==> config.mk <==
export PLATFORM = sky130hd
export DESIGN_NAME = e3ma_monitor
export DESIGN_NICKNAME = d
export VERILOG_FILES = /design/src/rtl/e3ma_pkg.sv /design/src/rtl/e3ma_persist_filter.sv /design/src/rtl/e3ma_pt_check.sv /design/src/rtl/e3ma_monitor.sv
export SDC_FILE = /design/constraint.sdc
export NUM_CORES = 1
export LEC_CHECK = 0
export CAP_MARGIN = 20
export CELL_PAD_IN_SITES_DETAIL_PLACEMENT = 1
export CELL_PAD_IN_SITES_GLOBAL_PLACEMENT = 2
export CORE_UTILIZATION = 32
export CTS_BUF_LIST = sky130_fd_sc_hd__clkbuf_8
export DETAILED_ROUTE_END_ITERATION = 7
export GPL_ROUTABILITY_DRIVEN = 0
export MAX_ROUTING_LAYER = met4
export PLACE_DENSITY = 0.93
export SLEW_MARGIN = 20
export SYNTH_ARGS = -nofsm -noshare
export SYNTH_HDL_FRONTEND = slang
export SYNTH_SLANG_ARGS = --single-unit
==> constraint.sdc <==
create_clock -name clk -period 5.8 [get_ports clk]
set_input_delay 1.16 -clock clk [delete_from_list [all_inputs] [get_ports clk]]
set_output_delay 1.16 -clock clk [all_outputs]
set_load 0.005 [all_outputs]
==> src/rtl/e3ma_pkg.sv <==
package e3ma_pkg;

    localparam int MA_W       = 8;
    localparam int PT_W       = 3;
    localparam int SHORT_N    = 3;
    localparam int LONG_N     = 5;
    localparam int N_FILT     = 2;

    // Bit positions inside the maintenance byte (bit 7 is sent first)
    localparam int POS_RDI    = 7;
    localparam int POS_REI    = 6;
    localparam int POS_PT_HI  = 5;
    localparam int POS_PT_LO  = 3;
    localparam int POS_MI_HI  = 2;
    localparam int POS_MI_LO  = 1;
    localparam int POS_TM     = 0;

    localparam logic [PT_W-1:0] PT_RESET = 3'b010;

    typedef enum logic [0:0] {
        FILT_RDI = 1'b0,
        FILT_TM  = 1'b1
    } filt_id_e;

    typedef struct packed {
        logic            rdi;
        logic [PT_W-1:0] pt;
        logic            tm;
        logic            spare;   // OR-reduced ignored bits
    } ma_fields_t;

    function automatic ma_fields_t ma_decode(input logic [MA_W-1:0] b);
        ma_fields_t f;
        f.rdi   = b[POS_RDI];
        f.pt    = b[POS_PT_HI:POS_PT_LO];
        f.tm    = b[POS_TM];
        f.spare = b[POS_REI] | (|b[POS_MI_HI:POS_MI_LO]);
        return f;
    endfunction

endpackage

==> src/rtl/e3ma_persist_filter.sv <==
module e3ma_persist_filter #(
    parameter int SHORT_N = 3,
    parameter int LONG_N  = 5,
    localparam int CNT_W  = $clog2(LONG_N + 1)
) (
    input  logic clk,
    input  logic rst,
    input  logic frame_vld,
    input  logic sample,
    input  logic long_sel,
    input  logic restart,
    output logic filt,
    output logic chg
);
    localparam logic [CNT_W-1:0] THR_S = CNT_W'(SHORT_N);
    localparam logic [CNT_W-1:0] THR_L = CNT_W'(LONG_N);

    logic [CNT_W-1:0] cnt;
    logic [CNT_W-1:0] cnt_base;
    logic [CNT_W-1:0] cnt_inc;
    logic [CNT_W-1:0] thr;

    always_comb begin
        thr      = long_sel ? THR_L : THR_S;
        cnt_base = restart ? '0 : cnt;
        cnt_inc  = cnt_base + CNT_W'(1);
    end

    always_ff @(posedge clk) begin
        if (rst) begin
            filt <= 1'b0;
            chg  <= 1'b0;
            cnt  <= '0;
        end else begin
            chg <= 1'b0;
            cnt <= cnt_base;
            if (frame_vld) begin
                if (sample == filt) begin
                    cnt <= '0;
                end else if (cnt_inc >= thr) begin
                    filt <= sample;
                    chg  <= 1'b1;
                    cnt  <= '0;
                end else begin
                    cnt <= cnt_inc;
                end
            end
        end
    end
endmodule

==> src/rtl/e3ma_pt_check.sv <==
module e3ma_pt_check
    import e3ma_pkg::*;
(
    input  logic            clk,
    input  logic            rst,
    input  logic            frame_vld,
    input  logic [PT_W-1:0] pt_in,
    input  logic [PT_W-1:0] pt_exp,
    output logic [PT_W-1:0] pt_cap,
    output logic            mism,
    output logic            irq
);
    logic armed;
    logic differs;

    always_comb differs = (pt_in != pt_exp);

    always_ff @(posedge clk) begin
        if (rst) begin
            pt_cap <= PT_RESET;
            mism   <= 1'b0;
            irq    <= 1'b0;
            armed  <= 1'b1;
        end else begin
            irq <= 1'b0;
            if (frame_vld) begin
                pt_cap <= pt_in;
                mism   <= differs;
                if (differs) begin
                    if (armed) begin
                        irq   <= 1'b1;
                        armed <= 1'b0;
                    end
                end else begin
                    armed <= 1'b1;
                end
            end
        end
    end
endmodule

==> src/rtl/e3ma_monitor.sv <==
module e3ma_monitor
    import e3ma_pkg::*;
(
    input  logic            clk,
    input  logic            rst,
    input  logic            ma_valid,
    input  logic [MA_W-1:0] ma_byte,
    input  logic            rdi_long_sel,
    input  logic            tm_long_sel,
    input  logic [PT_W-1:0] pt_expected,
    output logic [PT_W-1:0] pt_received,
    output logic            pt_mismatch,
    output logic            pt_mismatch_irq,
    output logic            rdi_defect,
    output logic            rdi_change,
    output logic            tm_valid,
    output logic            tm_change
);
    ma_fields_t       fields;
    logic             ma_unused_bits;
    logic [N_FILT-1:0] f_sample, f_sel, f_out, f_chg;
    logic             rdi_sel_q, tm_sel_q, sel_restart;

    always_comb begin
        fields         = ma_decode(ma_byte);
        ma_unused_bits = fields.spare;
    end

    // Any select change restarts both counters
    always_ff @(posedge clk) begin
        if (rst) begin
            rdi_sel_q <= 1'b0;
            tm_sel_q  <= 1'b0;
        end else begin
            rdi_sel_q <= rdi_long_sel;
            tm_sel_q  <= tm_long_sel;
        end
    end

    always_comb begin
        sel_restart       = (rdi_long_sel != rdi_sel_q) || (tm_long_sel != tm_sel_q);
        f_sample[FILT_RDI] = fields.rdi;
        f_sample[FILT_TM]  = fields.tm;
        f_sel[FILT_RDI]    = rdi_long_sel;
        f_sel[FILT_TM]     = tm_long_sel;
    end

    for (genvar g = 0; g < N_FILT; g++) begin : g_filt
        e3ma_persist_filter #(
            .SHORT_N(SHORT_N),
            .LONG_N (LONG_N)
        ) filt_i (
            .clk      (clk),
            .rst      (rst),
            .frame_vld(ma_valid),
            .sample   (f_sample[g]),
            .long_sel (f_sel[g]),
            .restart  (sel_restart),
            .filt     (f_out[g]),
            .chg      (f_chg[g])
        );
    end

    e3ma_pt_check pt_i (
        .clk      (clk),
        .rst      (rst),
        .frame_vld(ma_valid),
        .pt_in    (fields.pt),
        .pt_exp   (pt_expected),
        .pt_cap   (pt_received),
        .mism     (pt_mismatch),
        .irq      (pt_mismatch_irq)
    );

    assign rdi_defect = f_out[FILT_RDI];
    assign rdi_change = f_chg[FILT_RDI];
    assign tm_valid   = f_out[FILT_TM];
    assign tm_change  = f_chg[FILT_TM];
endmodule

==> reports/qor.csv <==
metric,value,unit
max-slew-margin-rel,0.548,
grt_overflow_total,0,
ys_types,32,
power.density,213,nW/µm²
critical_path.endpoint_type,register,
min_delay_path_depth,2,
clk_latency,250,ps
ant_nets,0,
grt_max_degree,20,
first_pass_iters,6,
rows,19,
max_freq,0.249,GHz
drive_gt1_frac,0.0635,
finalSetupViolCount,0,
synth_cells,105,
ys_ff_latch,18,
htreeDepth,1,
viasPerCell,5.42,
max_stage_delay,540,ps
clock_path_buffers,2,
worstPathArrival,4190,ps
coreArea,2830,µm²
hold_viol_final,0,
fin_area,1250,µm²
met3_length,82,µm
cts_hold_buf,0,
layout_min_cycle_time,4020,ps
cts_made_buffers,3,
worstPathCellList,"clkdlybuf4s50_1, xnor2_1, and3_1, ha_1, xor2_1, inv_1, ha_1, or3_1, o21ai_0, o2111ai_1, a21oi_1",
tightest_slew,676,ps
floorplan.initialDensity,0.345,
critPathTopFamily,XOR/XNOR gates,
nNetsFinal,150,
n_antenna_cell,0,
fin_hold_ws,445,ps
wl,2340,µm
grtUsageTotal,0.171,
cp_max_fo,7,
die_height,57.2,µm
crit_required,5970,ps
rsz0062_at_grt,false,
cts-root-buf,clkbuf_8,
syn_avg_cell_area,9.28,µm²
drtIter0Drc,13,
path_clk_slew,70,ps
cts_tree,built,
synth-seq-area-share,0.370,
clock-sinks,18,
mostFrequentLayoutCells,"clkdlybuf4s50_1, dfxtp_1, nor2_1, inv_1, a21oi_1",
dpl_cell_area,1210,µm²
violations,DRC,
p_leak,0.504,nW
ctsResizeCount,0,
io_pins,25,
tns,0,ps
yosysWarnings,0,
cp.depth,11,
fp.dieArea,3270,µm²
die_x,57.2,µm
port_buffers,21,
vias,851,
syn-num-nets,127,
post_cts_buffers,0,
grt_pass1_vias,885,
period_share,0.693,
routed.top_layer,met4,
finClkSkew,2.73,ps
path_common_cell,ha_1,
synth_area,975,µm²
maxCapViolations,0,
synthToLayoutAreaGrowth,28.6,%
ff2ff_path_depth,10,
wire_per_inst,14.9,µm
dp_hpwl,1720,µm
worstSetupPathType,in -> reg,
hp-class,reg -> reg,
peakVddDrop,0.119,mV
antenna_found_initial,0,
grt_pass1_wl,4080,µm
p_total,0.000267,W
cp-start-kind,input port,
status,"complete, but fails checks",
slowest_stage,xnor2_1,
drcViolationCount,2,
layout_commonest_cell,clkdlybuf4s50_1,
path_buf_inv,2,
wl_met1,1060,µm
drv_slew,0,
wl_met2,1170,µm
state kept, by name, indices dropped and copies added (netlist names):
signal / flops
pt_i.irq: 1
g_filt.filt_i.cnt: 6
g_filt.filt_i.chg: 2
g_filt.filt_i.filt: 2
rdi_sel_q: 1
pt_i.mism: 1
pt_i.armed: 1
pt_i.pt_cap: 3
tm_sel_q: 1
cell families after synthesis:
| logic type | share of synthesized area |
|---|---|
| mux | 0.0205 |
| fa+ha+maj | 0.0770 |
| flops | 0.370 |
| xor+xnor | 0.114 |
| simple gates | 0.205 |
| buf+inv | 0.0385 |
| compound gates | 0.175 |
metal layers:
layer / track usage / up-vias
met5: - / -
met2: 0.294 / 19
li1: - / 426
met3: 0.0249 / 5
met1: 0.207 / 401
met4: 0.0523 / 0
cells in the mapped netlist:
library cell  instances  area [µm²]
xor2_2                2        32.5
a211o_1               2        17.5
or2_2                 1        6.26
or4b_1                1        10.0
nand2b_1              5        31.3
nor2_1                8        30.0
nor3_1                1        5.00
a21oi_1               7        35.0
o31ai_1               1        7.51
o311ai_0              2        17.5
o32ai_1               1        8.76
and3_1                4        25.0
o21a_1                2        15.0
buf_1                 1        3.75
nor2b_1               2        12.5
nor4b_1               1        8.76
o2111ai_1             4        35.0
o211ai_1              2        15.0
nor4_1                2        12.5
xor2_1                5        43.8
ha_1                  6        75.1
o41ai_1               1        8.76
or3_1                 2        12.5
clkbuf_1              2        7.51
nand2_1               3        11.3
nor4_2                2        25.0
mux2i_1               2        20.0
inv_1                 7        26.3
xnor2_1               4        35.0
o21ai_0               2        10.0
dfxtp_1              18         360
nand3_1               2        10.0
worst reg2reg max path: stages, from the launching register on:
cell	delay [ps]
dfxtp_1	340
xnor2_1	480
and3_1	280
ha_1	180
xor2_1	240
inv_1	80
ha_1	220
or3_1	370
o21ai_0	230
o2111ai_1	170
a21oi_1	200
stage by stage:
| step | cells | setup WS [ps] | util |
|---|---|---|---|
| after floorplan | 105 | 2640 | - |
| after global placement | 154 | 1680 | 0.429 |
| after detailed placement | 154 | 1600 | 0.429 |
| after CTS | 157 | 1760 | 0.443 |
| after global routing | 157 | 1510 | 0.443 |
| final | 157 | 1780 | 0.443 |
power breakdown:
group          leakage (nW)  switching (W)  internal [W]
Sequential            0.148     0.00000286      0.000129
Combinational         0.335      0.0000244     0.0000233
Clock                0.0216      0.0000415     0.0000461
cell type report:
type	count	area (µm²)
tap	31	38.8
clock buffer	3	41.3
timing repair buffer	21	210
sequential	18	360
multi-input combinational	77	577
inverter	7	26.3
fill	334	1580
path summary, 6_finish.rpt:
path               startpoint                       to  slack (ps)
hold reg to reg    pt_i.armed                 pt_i.irq         450
setup reg to reg    rdi_sel_q  g_filt[1].filt_i.cnt[1]        2920
hold / removal     pt_i.armed                 pt_i.irq         450
setup / recovery  tm_long_sel  g_filt[1].filt_i.cnt[1]        1780
Power figures use the tool's default switching activity.
